==> config.mk <==
export PLATFORM = sky130hd
export DESIGN_NAME = pwm_timer
export DESIGN_NICKNAME = d
export VERILOG_FILES = /design/src/rtl/pwm_timer_pkg.sv /design/src/rtl/pwm_prescale.sv /design/src/rtl/pwm_counter.sv /design/src/rtl/pwm_channel.sv /design/src/rtl/pwm_timer.sv
export SDC_FILE = /design/constraint.sdc
export NUM_CORES = 1
export LEC_CHECK = 0
export BUFFER_PORTS_ARGS = -buffer_cell sky130_fd_sc_hd__buf_2
export CAP_MARGIN = 5
export CORE_MARGIN = 2
export CORE_UTILIZATION = 50
export CTS_CLUSTER_SIZE = 16
export DETAILED_ROUTE_END_ITERATION = 8
export PLACE_DENSITY = 0.66
export SLEW_MARGIN = 20
export SYNTH_ARGS = -nofsm -noshare
export SYNTH_HDL_FRONTEND = slang
export SYNTH_SLANG_ARGS = --single-unit
==> constraint.sdc <==
create_clock -name clk -period 3.13 [get_ports clk]
set_clock_uncertainty 0.1 [all_clocks]
set_input_delay 0.1565 -clock clk [delete_from_list [all_inputs] [get_ports clk]]
set_output_delay 0.1565 -clock clk [all_outputs]
set_load 0.02 [all_outputs]
==> src/rtl/pwm_timer_pkg.sv <==
`timescale 1ns/1ps
package pwm_timer_pkg;

    localparam int unsigned OFS_PARAM = 32'h04;
    localparam int unsigned OFS_CTRL  = 32'h10;
    localparam int unsigned OFS_COUNT = 32'h14;
    localparam int unsigned OFS_MOD   = 32'h18;
    localparam int unsigned OFS_CH    = 32'h20;
    localparam int unsigned CH_STRIDE = 8;

    typedef enum logic [1:0] {
        CLK_STOP = 2'b00,
        CLK_RUN  = 2'b01,
        CLK_RSV2 = 2'b10,
        CLK_RSV3 = 2'b11
    } clk_mode_e;

    typedef enum logic [1:0] {
        LVL_OFF  = 2'b00,
        LVL_INV  = 2'b01,
        LVL_NORM = 2'b10,
        LVL_RSV  = 2'b11
    } lvl_e;

    // bit order matches control bits [5:2]
    typedef struct packed {
        logic sel_b;
        logic sel_a;
        lvl_e level;
    } ch_cfg_t;

    function automatic logic cfg_drives(ch_cfg_t c);
        return c.sel_b && !c.sel_a && (c.level == LVL_NORM || c.level == LVL_INV);
    endfunction

endpackage

==> src/rtl/pwm_prescale.sv <==
`timescale 1ns/1ps
module pwm_prescale #(
    parameter int PS_W = 3
) (
    input  logic            clk,
    input  logic            rst_n,
    input  logic            run_i,
    input  logic            clr_i,
    input  logic [PS_W-1:0] ps_i,
    output logic            tick_o
);
    localparam int PH_W = (1 << PS_W) - 1;

    typedef struct packed {
        logic [PH_W-1:0] phase;
    } st_t;

    st_t st_d, st_q;
    logic [PH_W:0]   span;
    logic [PH_W-1:0] limit;

    always_comb begin
        span   = {{PH_W{1'b0}}, 1'b1} << ps_i;
        limit  = span[PH_W-1:0] - {{(PH_W-1){1'b0}}, 1'b1};
        tick_o = run_i && (st_q.phase == limit);
        st_d   = st_q;
        if (!run_i || clr_i)         st_d.phase = '0;
        else if (st_q.phase >= limit) st_d.phase = '0;
        else                          st_d.phase = st_q.phase + 1'b1;
    end

    always_ff @(posedge clk) begin
        if (!rst_n) st_q <= '0;
        else        st_q <= st_d;
    end


    tick_every_clk_chk: assert property (@(posedge clk) disable iff (!rst_n)
        (run_i && ps_i == '0) |-> tick_o);

endmodule

==> src/rtl/pwm_counter.sv <==
`timescale 1ns/1ps
module pwm_counter #(
    parameter int CNT_W = 16
) (
    input  logic             clk,
    input  logic             rst_n,
    input  logic             tick_i,
    input  logic             run_i,
    input  logic             clr_i,
    input  logic             mod_wr_i,
    input  logic [CNT_W-1:0] mod_wdata_i,
    output logic [CNT_W-1:0] cnt_o,
    output logic [CNT_W-1:0] mod_buf_o,
    output logic [CNT_W-1:0] mod_act_o,
    output logic             wrap_o
);
    typedef struct packed {
        logic [CNT_W-1:0] cnt;
        logic [CNT_W-1:0] mod_buf;
        logic [CNT_W-1:0] mod_act;
    } st_t;

    st_t st_d, st_q;

    always_comb begin
        wrap_o = tick_i && (st_q.cnt >= st_q.mod_act);
        st_d   = st_q;
        if (clr_i)       st_d.cnt = '0;
        else if (wrap_o) st_d.cnt = '0;
        else if (tick_i) st_d.cnt = st_q.cnt + 1'b1;
        if (mod_wr_i) st_d.mod_buf = mod_wdata_i;
        if (!run_i || wrap_o) st_d.mod_act = st_d.mod_buf;
    end

    always_ff @(posedge clk) begin
        if (!rst_n) begin
            st_q.cnt     <= '0;
            st_q.mod_buf <= '1;
            st_q.mod_act <= '1;
        end else begin
            st_q <= st_d;
        end
    end

    assign cnt_o     = st_q.cnt;
    assign mod_buf_o = st_q.mod_buf;
    assign mod_act_o = st_q.mod_act;


    cnt_hold_chk: assert property (@(posedge clk) disable iff (!rst_n)
        (!tick_i && !clr_i) |=> $stable(cnt_o));

    wrap_zero_chk: assert property (@(posedge clk) disable iff (!rst_n)
        wrap_o |=> (cnt_o == '0));

    mod_hold_chk: assert property (@(posedge clk) disable iff (!rst_n)
        (run_i && !wrap_o) |=> $stable(mod_act_o));

endmodule

==> src/rtl/pwm_channel.sv <==
`timescale 1ns/1ps
module pwm_channel
    import pwm_timer_pkg::*;
#(
    parameter int CNT_W = 16
) (
    input  logic             clk,
    input  logic             rst_n,
    input  logic [CNT_W-1:0] cnt_i,
    input  logic             tick_i,
    input  logic             wrap_i,
    input  logic             run_i,
    input  logic             cfg_wr_i,
    input  logic [7:0]       cfg_wdata_i,
    input  logic             val_wr_i,
    input  logic [CNT_W-1:0] val_wdata_i,
    output logic             pwm_o,
    output logic             flag_o,
    output ch_cfg_t          cfg_o,
    output logic [CNT_W-1:0] val_buf_o
);
    typedef struct packed {
        ch_cfg_t          cfg;
        logic             flag;
        logic [CNT_W-1:0] val_buf;
        logic [CNT_W-1:0] val_act;
    } st_t;

    st_t  st_d, st_q;
    logic hit;
    logic active;
    logic unused_cfg_bits;

    assign unused_cfg_bits = ^{cfg_wdata_i[6], cfg_wdata_i[1:0]};

    always_comb begin
        hit  = tick_i && (cnt_i == st_q.val_act);
        st_d = st_q;
        if (cfg_wr_i) st_d.cfg = ch_cfg_t'(cfg_wdata_i[5:2]);
        if (hit)                            st_d.flag = 1'b1;
        else if (cfg_wr_i && cfg_wdata_i[7]) st_d.flag = 1'b0;
        if (val_wr_i) st_d.val_buf = val_wdata_i;
        if (!run_i || wrap_i) st_d.val_act = st_d.val_buf;
    end

    always_ff @(posedge clk) begin
        if (!rst_n) st_q <= '0;
        else        st_q <= st_d;
    end

    always_comb begin
        active = cnt_i < st_q.val_act;
        pwm_o  = cfg_drives(st_q.cfg) && ((st_q.cfg.level == LVL_NORM) ? active : !active);
    end

    assign flag_o    = st_q.flag;
    assign cfg_o     = st_q.cfg;
    assign val_buf_o = st_q.val_buf;


    flag_set_chk: assert property (@(posedge clk) disable iff (!rst_n)
        (tick_i && cnt_i == st_q.val_act) |=> flag_o);

    flag_clear_chk: assert property (@(posedge clk) disable iff (!rst_n)
        (cfg_wr_i && cfg_wdata_i[7] && !(tick_i && cnt_i == st_q.val_act)) |=> !flag_o);

    val_hold_chk: assert property (@(posedge clk) disable iff (!rst_n)
        (run_i && !wrap_i) |=> $stable(st_q.val_act));

endmodule

==> src/rtl/pwm_timer.sv <==
`timescale 1ns/1ps
module pwm_timer
    import pwm_timer_pkg::*;
#(
    parameter int NUM_CH = 4,
    parameter int CNT_W  = 16,
    parameter int PS_W   = 3,
    parameter int ADDR_W = 8,
    parameter int DATA_W = 32
) (
    input  logic              clk,
    input  logic              rst_n,
    input  logic              bus_wr,
    input  logic [ADDR_W-1:0] bus_addr,
    input  logic [DATA_W-1:0] bus_wdata,
    output logic [DATA_W-1:0] bus_rdata,
    output logic [NUM_CH-1:0] pwm_out
);
    localparam int CM_LSB = PS_W;
    localparam logic [ADDR_W-1:0] A_PARAM = ADDR_W'(OFS_PARAM);
    localparam logic [ADDR_W-1:0] A_CTRL  = ADDR_W'(OFS_CTRL);
    localparam logic [ADDR_W-1:0] A_COUNT = ADDR_W'(OFS_COUNT);
    localparam logic [ADDR_W-1:0] A_MOD   = ADDR_W'(OFS_MOD);

    typedef struct packed {
        clk_mode_e        mode;
        logic [PS_W-1:0]  ps;
    } ctrl_t;

    ctrl_t ctrl_d, ctrl_q;
    logic  run;
    logic  tick;
    logic  wrap;
    logic  cnt_clr;
    logic  unused_wdata;
    logic [CNT_W-1:0] cnt;
    logic [CNT_W-1:0] mod_buf;
    logic [CNT_W-1:0] mod_act;
    logic             flag_w [NUM_CH];
    ch_cfg_t          cfg_w  [NUM_CH];
    logic [CNT_W-1:0] vbuf_w [NUM_CH];

    assign unused_wdata = ^bus_wdata;
    assign run          = (ctrl_q.mode == CLK_RUN);
    assign cnt_clr      = bus_wr && (bus_addr == A_COUNT);

    always_comb begin
        ctrl_d = ctrl_q;
        if (bus_wr && bus_addr == A_CTRL) begin
            ctrl_d.mode = clk_mode_e'(bus_wdata[CM_LSB+1:CM_LSB]);
            if (ctrl_q.mode == CLK_STOP) ctrl_d.ps = bus_wdata[PS_W-1:0];
        end
    end

    always_ff @(posedge clk) begin
        if (!rst_n) ctrl_q <= '0;
        else        ctrl_q <= ctrl_d;
    end

    pwm_prescale #(.PS_W(PS_W)) u_prescale (
        .clk    (clk),
        .rst_n  (rst_n),
        .run_i  (run),
        .clr_i  (cnt_clr),
        .ps_i   (ctrl_q.ps),
        .tick_o (tick)
    );

    pwm_counter #(.CNT_W(CNT_W)) u_counter (
        .clk         (clk),
        .rst_n       (rst_n),
        .tick_i      (tick),
        .run_i       (run),
        .clr_i       (cnt_clr),
        .mod_wr_i    (bus_wr && bus_addr == A_MOD),
        .mod_wdata_i (bus_wdata[CNT_W-1:0]),
        .cnt_o       (cnt),
        .mod_buf_o   (mod_buf),
        .mod_act_o   (mod_act),
        .wrap_o      (wrap)
    );

    for (genvar g = 0; g < NUM_CH; g++) begin : g_ch
        localparam logic [ADDR_W-1:0] A_CFG = ADDR_W'(OFS_CH + CH_STRIDE * g);
        localparam logic [ADDR_W-1:0] A_VAL = ADDR_W'(OFS_CH + CH_STRIDE * g + 4);

        pwm_channel #(.CNT_W(CNT_W)) u_ch (
            .clk         (clk),
            .rst_n       (rst_n),
            .cnt_i       (cnt),
            .tick_i      (tick),
            .wrap_i      (wrap),
            .run_i       (run),
            .cfg_wr_i    (bus_wr && bus_addr == A_CFG),
            .cfg_wdata_i (bus_wdata[7:0]),
            .val_wr_i    (bus_wr && bus_addr == A_VAL),
            .val_wdata_i (bus_wdata[CNT_W-1:0]),
            .pwm_o       (pwm_out[g]),
            .flag_o      (flag_w[g]),
            .cfg_o       (cfg_w[g]),
            .val_buf_o   (vbuf_w[g])
        );
    end

    always_comb begin
        bus_rdata = '0;
        if (bus_addr == A_PARAM)      bus_rdata[7:0] = 8'(NUM_CH);
        else if (bus_addr == A_CTRL)  bus_rdata[PS_W+1:0] = {ctrl_q.mode, ctrl_q.ps};
        else if (bus_addr == A_COUNT) bus_rdata[CNT_W-1:0] = cnt;
        else if (bus_addr == A_MOD)   bus_rdata[CNT_W-1:0] = mod_buf;
        for (int i = 0; i < NUM_CH; i++) begin
            if (bus_addr == ADDR_W'(OFS_CH + CH_STRIDE * i))
                bus_rdata[7:0] = {flag_w[i], 1'b0, cfg_w[i], 2'b00};
            if (bus_addr == ADDR_W'(OFS_CH + CH_STRIDE * i + 4))
                bus_rdata[CNT_W-1:0] = vbuf_w[i];
        end
    end


    ps_locked_chk: assert property (@(posedge clk) disable iff (!rst_n)
        (ctrl_q.mode != CLK_STOP) |=> $stable(ctrl_q.ps));

    cnt_clear_chk: assert property (@(posedge clk) disable iff (!rst_n)
        cnt_clr |=> (cnt == '0));

endmodule

==> results of run 1 <==
[final timing paths]
kind,slack (ns),depth (start not counted),from,to
setup / recovery,0.12,9,u_counter.cnt_o[13]$_SDFFE_PP0P_,pwm_out[3]
hold / removal,0.11,5,bus_addr[6],ctrl_q[4]$_SDFFE_PN0P_
setup reg to reg,0.26,9,ctrl_q[1]$_SDFFE_PN0P_,g_ch[2].u_ch.st_q[15]$_SDFFE_PN0P_
hold reg to reg,0.36,1,u_prescale.st_q[0]$_SDFF_PP0_,u_prescale.st_q[0]$_SDFF_PP0_
[synthesized netlist by cell type, types with 18 or more instances]
master | number | share of area [%]
inv_1 | 91 | 3.0
nand2_1 | 141 | 4.6
nor3_1 | 20 | 0.88
ha_1 | 93 | 10
buf_4 | 21 | 1.4
nand3_1 | 41 | 1.8
dfxtp_1 | 208 | 37
a31oi_1 | 21 | 1.2
a21oi_1 | 38 | 1.7
nor3b_1 | 18 | 1.2
nor2_1 | 58 | 1.9
nor2b_1 | 83 | 4.6
o21ai_0 | 43 | 1.9
clkbuf_1 | 45 | 1.5
o211a_1 | 64 | 5.6
mux2i_1 | 97 | 8.5
buf_2 | 24 | 1.1
[power by group through the flow]
stage	sequential, uW	combinational (uW)	clock (uW)
global route	2650	262	3060
floorplan	2710	161	0
CTS	2650	240	2930
global placement	2710	222	0
detailed placement	2710	222	0
finish	2650	244	2890
[metrics by stage]
step	worst slack (ns)	util (%)	instance area, um^2	power (uW)	hold WS (ns)
2_1_floorplan	0.513	-	11500	2870	0.202
3_3_place_gp	0.378	52.5	11800	2930	0.347
3_5_place_dp	0.251	52.5	11800	2930	0.355
4_1_cts	0.0102	57.0	12800	5830	0.0987
5_1_grt	0.00158	57.1	12800	5970	0.155
6_report	0.116	57.1	12800	5790	0.109
[cell families (layout without fill, tap and decap cells)]
logic type / after synthesis / count (layout) / synth area share, %
buffers and inverters: 185 / 225 / 7.17
AO/OA/AOI/OAI: 257 / 257 / 16.8
flip-flops: 208 / 208 / 36.5
multiplexers: 97 / 97 / 8.51
AND/OR/NAND/NOR: 425 / 425 / 19.2
XOR/XNOR: 20 / 20 / 1.54
adder cells (fa/ha/maj): 93 / 93 / 10.2
other: 1 / 16 / 0.0329
[per-layer routing]
metal	track usage, %	vias to the layer above	routed length, um
li1	-	4578	-
met1	35.5	4465	14200
met2	42.1	222	14100
met5	0	-	0
met4	6.97	0	622
met3	3.01	40	1520
[layout make-up]
class / count / area, um^2
Tap cell: 285 / 357
Sequential cell: 208 / 4180
Clock inverter: 8 / 92.6
Clock buffer: 35 / 723
Inverter: 92 / 345
Multi-Input combinational cell: 908 / 6500
Timing Repair Buffer: 90 / 643
Fill cell: 2071 / 9660
[worst min-delay path, cell delays in order]
cell	delay, ns
buf_2	0.13
nor3_4	0.07
nand3_1	0.14
mux2i_1	0.09
nor2b_1	0.10
[repair_timing]
item / 4_1_cts / 5_1_grt
pin swaps: 0 / 1
hold buffers: 17 / 0
setup endpoints to repair: 3 / 3
gates resized for setup: 4 / 13
hold endpoints to repair: 106 / 0
[flip-flops by register name, indices dropped and copies added (netlist names)]
signal and flops:
u_prescale.st_q 7, g_ch.u_ch.st_q 64, g_ch.u_ch.cfg_o 16, u_counter.mod_buf_o 16, ctrl_q 5, g_ch.u_ch.flag_o 4, u_counter.cnt_o 16, u_counter.mod_act_o 16
g_ch.u_ch.val_buf_o 64
==> metrics.txt, run 1 <==
number of diodes 0; CP arrival 2.76 ns; sequential share of power 45.8%; total CTS buffers 24; worst vdd ir 0.492 mV; final setup vio count 0; Leak Pwr 0.00663 uW; Ys Warns 0; area of the die 24000 um^2; total detailed-routing wirelength 30400 um; critical path type flop to primary output; Post-route DRC 0; largest net degree at the start of global routing 93; non-filler instance count after layout 1626; Worst EP required 2.87 ns; crit path time final 3.01 ns; Max-Cap Viols 0; internal power component 4490 uW; Routed WL per cell 18.7 um; port bufs 46; register area share after synthesis 36.5%; worst path buffer plus inverter count 2; routed vias 9305; Die W 155 um; initial antenna violation count 0; Max FO, Critical Path 6; Post-synth top flop dfxtp_1; IO Count 79; Initial Util 50.7%; outcome complete, no violations; share of layout cells above drive strength 1 10.7%; postcts setup bufs 0; H-Tree Depth 1; Final Hold Fails 0; TNS Setup 0 ns; P_sw 1290 uW; Via density 5.72; grt ovf 0; crit-path max cell delay 0.37 ns; most frequent cells in the layout dfxtp_1, nand2_1, mux2i_1; CP startpoint kind flop; Top delay family on crit path compound AO/OA/AOI/OAI gates; DRT iter0 DRCs 679; gp weighted congestion 0.939; clk buf depth 3; asr flop ratio synth 0%; first-pass GRT wire length 48500 um; Post-synth EDFFs 0; synthesized cell area 11400 um^2; Hold WC Path Type input port to flop; power density cells 451 nW/um^2; critical path, cell by cell buf_4, ha_1, nand2_1, o31a_1, o21ai_1, a21oi_1, or3_1, a21oi_1, buf_2; Site Rows 55; RSZ-0062 raised after global routing no; Max Fclk 0.332 GHz; Skew-Pair Late Insertion Delay 0.52 ns; most frequent CP cell a21oi_1; CTS tree done; Syn Inst Count 1286; GRT Total Usage 25.6%; Mean Syn Cell Area 8.87 um^2; FF+latch count, synth 208; Slew Viols, Final 0; Worst-Margin Slew 0.678 ns; core footprint 22500 um^2; # nets final 1460; # clock sinks 208; Final ANT Viol Nets 0; Slew Limit Headroom 54.6%; switch share 22.4%; Post-DP HPWL 21700 um; Reg clk slew, reported paths 0.06 ns; critical path's slowest cell dfxtp_2; Combinational Power Share 4.2%; vias in the first global route 9058; commonest non-fill, non-tap cell in the layout dfxtp_1; root buffer cell clkbuf_16; crit path capture type primary output; Area Overhead vs Synth 12.6%; Yosys cell types 64; part of the cycle the worst path needs 96.3%; Inst Count DP 1566; Clock Power Share 50.0%; Die Y 155 um; 1st-pass router iterations 6
Power figures use the tool's default switching activity.
==> inputs of run 2 (changes only) <==
- GPL_ROUTABILITY_DRIVEN: not set -> 0
- clock period: 3.13 -> 3.6 ns (I/O delays scaled with it)
==> run 2 against run 1 <==
First-iteration DRC count shrank 9.7%. Critical path depth shrank 1. Via count shrank 0.72%. Clock power shrank 20%. Sequential power shrank 13%. Global-route usage shrank 1.4 points. Die area is the same. Critical endpoint is now pwm_out[0]. Largest power group unchanged. Worst hold slack gained 0.013 ns. Non-clock buffer count shrank 9. Cell count shrank 0.62%. Cell area shrank 1.4%.
==> metrics.txt, run 2 (synthesized netlist as in run 1, its figures left out) <==
initial antenna violation count 0 (unchanged); power density cells 382 nW/um^2 (-15%); most frequent cells in the layout dfxtp_1, nand2_1, mux2i_1; grt ovf 0 (unchanged); RSZ-0062 raised after global routing no; Final ANT Viol Nets 0 (unchanged); total detailed-routing wirelength 29300 um (-3.9%); Post-route DRC 0 (unchanged); Site Rows 55 (unchanged); Max FO, Critical Path 7 (+1); Post-DP HPWL 21000 um (-3.3%); # nets final 1451 (-0.62%); Worst EP required 3.32 ns (+0.45 ns); part of the cycle the worst path needs 92.9%; Leak Pwr 0.00654 uW (-1.3%); Worst-Margin Slew 0.771 ns (+0.0928 ns); clk buf depth 3 (unchanged); Die Y 155 um (unchanged); CP startpoint kind flop; share of layout cells above drive strength 1 8.87% (-1.9 points); IO Count 79 (unchanged); Slew Viols, Final 0 (unchanged); critical path type flop to primary output; CTS tree done; worst hold path cell count 3 (-2); area of the die 24000 um^2 (unchanged); root buffer cell clkbuf_16; PostCTS Resize Cnt 0 (-4); first-pass GRT wire length 46300 um (-4.7%); total CTS buffers 24 (unchanged); worst vdd ir 0.254 mV (-48%); CP arrival 3.07 ns (+0.31 ns); outcome complete, no violations; Inst Count DP 1558 (-0.51%); Max-Cap Viols 0 (unchanged); hold_buf cts 16 (-1); Reg clk slew, reported paths 0.06 ns (about the same); Hold WC Path Type input port to flop; core footprint 22500 um^2 (unchanged); Routed WL per cell 18.1 um (-3.3%); # fillers 2034 (-1.8%); Slew Limit Headroom 48.6% (-6.0 points); crit path capture type primary output; commonest non-fill, non-tap cell in the layout dfxtp_1; port bufs 46 (unchanged); Area Overhead vs Synth 11.1%; Max Fclk 0.299 GHz; 1st-pass router iterations 5 (-1); Via density 5.72 (-0.11%); H-Tree Depth 1 (unchanged); crit path time final 3.35 ns; vias in the first global route 8826 (-2.6%); non-filler instance count after layout 1616 (-0.62%); Final Hold Fails 0 (unchanged); number of diodes 0 (unchanged); # clock sinks 208 (unchanged); largest net degree at the start of global routing 202 (+120%); routed vias 9238 (-0.72%); worst reg2reg path depth 9 (unchanged); GRT Total Usage 24.2% (-1.4 points); postcts setup bufs 0 (unchanged); Initial Util 50.7% (unchanged); TNS Setup 0 ns (unchanged); Die W 155 um (unchanged); Skew-Pair Late Insertion Delay 0.52 ns (about the same); final setup vio count 0 (unchanged); DRT iter0 DRCs 613 (-9.7%)
## run 2: cell count changes in the layout (fill, tap and decap cells not counted), sizes merged
cell	before	now
buf	73	65
bufinv	2	0
clkbuf	35	36
clkinv	5	6
clkinvlp	1	0
dlygate4sd3	17	16
## run 2: layer usage
metal / share of wire (%) / global-route usage [%] / wire [um] / up-vias
li1: - / - / - / 4562
met1: 46 / 32.9 / 13400 / 4378
met2: 46 / 39.0 / 13300 / 243
met3: 5.1 / 3.48 / 1500 / 55
met4: 3.5 / 9.13 / 1030 / 0
met5: 0 / 0 / 0 / -
## run 2: path summary, 6_finish.rpt
path                            slack, ns                           endpoint                              from
worst max-delay path                 0.25                         pwm_out[0]  u_counter.cnt_o[15]$_SDFFE_PP0P_
worst max register to register       0.67  g_ch[3].u_ch.st_q[7]$_SDFFE_PN0P_            ctrl_q[1]$_SDFFE_PN0P_
worst min-delay path                 0.12  u_counter.mod_buf_o[1]$_SDFF_PN1_                             rst_n
worst min register to register       0.36      u_prescale.st_q[0]$_SDFF_PP0_     u_prescale.st_q[0]$_SDFF_PP0_
## run 2: layout make-up
class | instances | area [um^2] | area share (%)
Multi-Input combinational cell | 908 | 6480 | 51.2
Clock buffer | 36 | 717 | 5.66
Timing Repair Buffer | 81 | 573 | 4.52
Tap cell | 285 | 357 | 2.82
Sequential cell | 208 | 4160 | 32.9
Clock inverter | 6 | 30.0 | 0.237
Inverter | 92 | 345 | 2.73
## run 2: metrics by stage
| step | total power (uW) | setup slack (ns) | util [%] | cell area, um^2 | hold slack (ns) |
|---|---|---|---|---|---|
| global route | 4980 | 0.100 | 56.3 | 12700 | 0.173 |
| floorplan | 2500 | 0.983 | - | 11500 | 0.226 |
| global placement | 2550 | 0.790 | 52.3 | 11800 | 0.340 |
| detailed placement | 2550 | 0.691 | 52.3 | 11800 | 0.353 |
| finish | 4830 | 0.255 | 56.3 | 12700 | 0.123 |
| CTS | 4880 | 0.241 | 56.3 | 12700 | 0.126 |
## run 2: power by group
part	internal [uW]	total, uW	switching, uW	leakage [uW]
combinational	69.1	207	138	0.00449
sequential	2300	2310	1.81	0.00168
clock	1370	2320	955	0.000375
total	3740	4830	1090	0.00654
## run 2: critical path, stage by stage, from the launching register on
cell and delay, ns:
dfxtp_1 0.58, ha_1 0.33, nand3_1 0.11, nor3_1 0.09, nor3b_1 0.17, a221o_1 0.32, a211oi_1 0.54, mux2i_1 0.24
buf_2 0.18
==> inputs of run 3 (changes only) <==
- CELL_PAD_IN_SITES_DETAIL_PLACEMENT: not set -> 1
- CELL_PAD_IN_SITES_GLOBAL_PLACEMENT: not set -> 2
- CORE_UTILIZATION: 50 -> 41
- PLACE_DENSITY: 0.66 -> 0.84
==> run 3 against run 2 <==
Cell area rose by 1.9%. Critical path depth did not move. Global-route usage fell by 0.65 points. First-iteration DRC count fell by 17%. Count of clock-buffer cells in the layout rose by 1. Routed wire length rose by 16%. Critical endpoint unchanged. Setup slack got worse by 0.19 ns.
==> metrics.txt, run 3 (synthesized netlist as in run 1, its figures left out) <==
# clock sinks 208 (unchanged); root buffer cell clkbuf_16; port bufs 46 (unchanged); Pwr Total 5060 uW (+4.7%); CTS tree done; power density cells 392 nW/um^2 (+2.8%); Die Y 171 um (+10%); postcts setup bufs 0 (unchanged); RSZ-0062 raised after global routing no; grt ovf 0 (unchanged); critical path type flop to primary output; vias in the first global route 9642 (+9.2%); largest net degree at the start of global routing 118 (-42%); crit-path max cell delay 0.66 ns (+0.08 ns); first-pass GRT wire length 53500 um (+16%); CP arrival 3.25 ns (+0.18 ns); 1st-pass router iterations 5 (unchanged); share of layout cells above drive strength 1 9.36% (+0.49 points); Post-DP HPWL 24700 um (+18%); Leak Pwr 0.00659 uW (+0.78%); total CTS buffers 25 (+4.2%); Worst-Margin Slew 0.821 ns (+0.0499 ns); Die W 171 um (+10%); most frequent cells in the layout dfxtp_1, nand2_1, mux2i_1; Area Overhead vs Synth 13.2%; Skew-Pair Late Insertion Delay 0.52 ns (about the same); area of the die 29200 um^2 (+21%); Reg clk slew, reported paths 0.06 ns (about the same); Hold WC Path Type input port to flop; CP startpoint kind flop; critical path, cell by cell ha_1, nand3_1, nor3_1, nor3b_1, a221o_1, a211oi_1, mux2i_1, buf_2; core footprint 27600 um^2 (+22%); Final ANT Viol Nets 0 (unchanged); Max Fclk 0.283 GHz (-5.3%); final setup vio count 0 (unchanged); GRT Total Usage 23.5% (-0.65 points); clk buf depth 3 (unchanged); worst vdd ir 0.355 mV (+40%); crit path time final 3.53 ns (+0.187 ns); DRT iter0 DRCs 509 (-17%); critical path's slowest cell dfxtp_1; routed vias 9444 (+2.2%); outcome complete, no violations; Final Hold Fails 0 (unchanged); IO Count 79 (unchanged); total detailed-routing wirelength 33800 um (+16%); PostCTS Resize Cnt 0 (unchanged); Post-route DRC 0 (unchanged); initial antenna violation count 0 (unchanged); Routed WL per cell 19.7 um (+9.0%); hold_buf cts 15 (-1); Site Rows 61 (+11%); Via density 5.51 (-3.6%); Slew Viols, Final 0 (unchanged); H-Tree Depth 1 (unchanged); Slew Limit Headroom 45.3% (-3.3 points); Initial Util 41.4% (-9.3 points); Max-Cap Viols 0 (unchanged); part of the cycle the worst path needs 98.1% (+5.2 points); number of diodes 0 (unchanged); commonest non-fill, non-tap cell in the layout dfxtp_1; # nets final 1455 (+0.28%); # fillers 3194 (+57%); Worst EP required 3.32 ns (about the same); TNS Setup 0 ns (unchanged); Max FO, Critical Path 8 (+1); crit path capture type primary output
-- run 3: per-layer routing --
layer	global-route usage, %	part of all wire (%)
met5	0	0
met4	6.09	2.7
met3	2.87	3.4
met2	40.6	48
met1	31.0	46
-- run 3: where the power goes --
part / switching [uW] / internal [uW] / total [uW]
sequential: 1.94 / 2300 / 2310
combinational: 144 / 68.3 / 212
clock: 1010 / 1540 / 2540
-- run 3: final timing paths --
path | end | depth (start not counted) | start | slack, ns
max | pwm_out[0] | 8 | u_counter.cnt_o[14]$_SDFFE_PP0P_ | 0.07
min | u_counter.mod_buf_o[9]$_SDFF_PN1_ | 3 | bus_wdata[9] | 0.04
max reg2reg | g_ch[3].u_ch.st_q[2]$_SDFFE_PN0P_ | 10 | ctrl_q[1]$_SDFFE_PN0P_ | 0.55
min reg2reg | u_prescale.st_q[0]$_SDFF_PP0_ | 1 | u_prescale.st_q[0]$_SDFF_PP0_ | 0.37
-- run 3: cell type report --
cell class	instances	area [um^2]	area share [%]
clock buffer	37	731	5.66
clock inverter	7	90.1	0.698
inverter	92	345	2.68
multi-input combinational	908	6480	50.2
sequential	208	4160	32.3
tap	378	473	3.66
timing repair buffer	84	618	4.79
-- run 3: stage by stage --
step	cells	cell area (um^2)	util (%)	setup slack (ns)	hold slack (ns)
3_3_place_gp	1655	11900	43.3	0.637	0.343
5_1_grt	1714	12900	46.8	0.00220	0.0392
2_1_floorplan	1301	11500	-	0.983	0.226
4_1_cts	1714	12900	46.8	0.0737	0.0159
6_report	1714	12900	46.8	0.0672	0.0366
3_5_place_dp	1655	11900	43.3	0.535	0.369
-- run 3: critical path, delay by kind of cell (launching register included) --
family	cells	cell delay, ns
multiplexers	1	0.28
flip-flops	1	0.66
buffers and inverters	1	0.19
AO/OA/AOI/OAI	2	0.90
AND/OR/NAND/NOR	3	0.35
adder cells (fa/ha/maj)	1	0.34
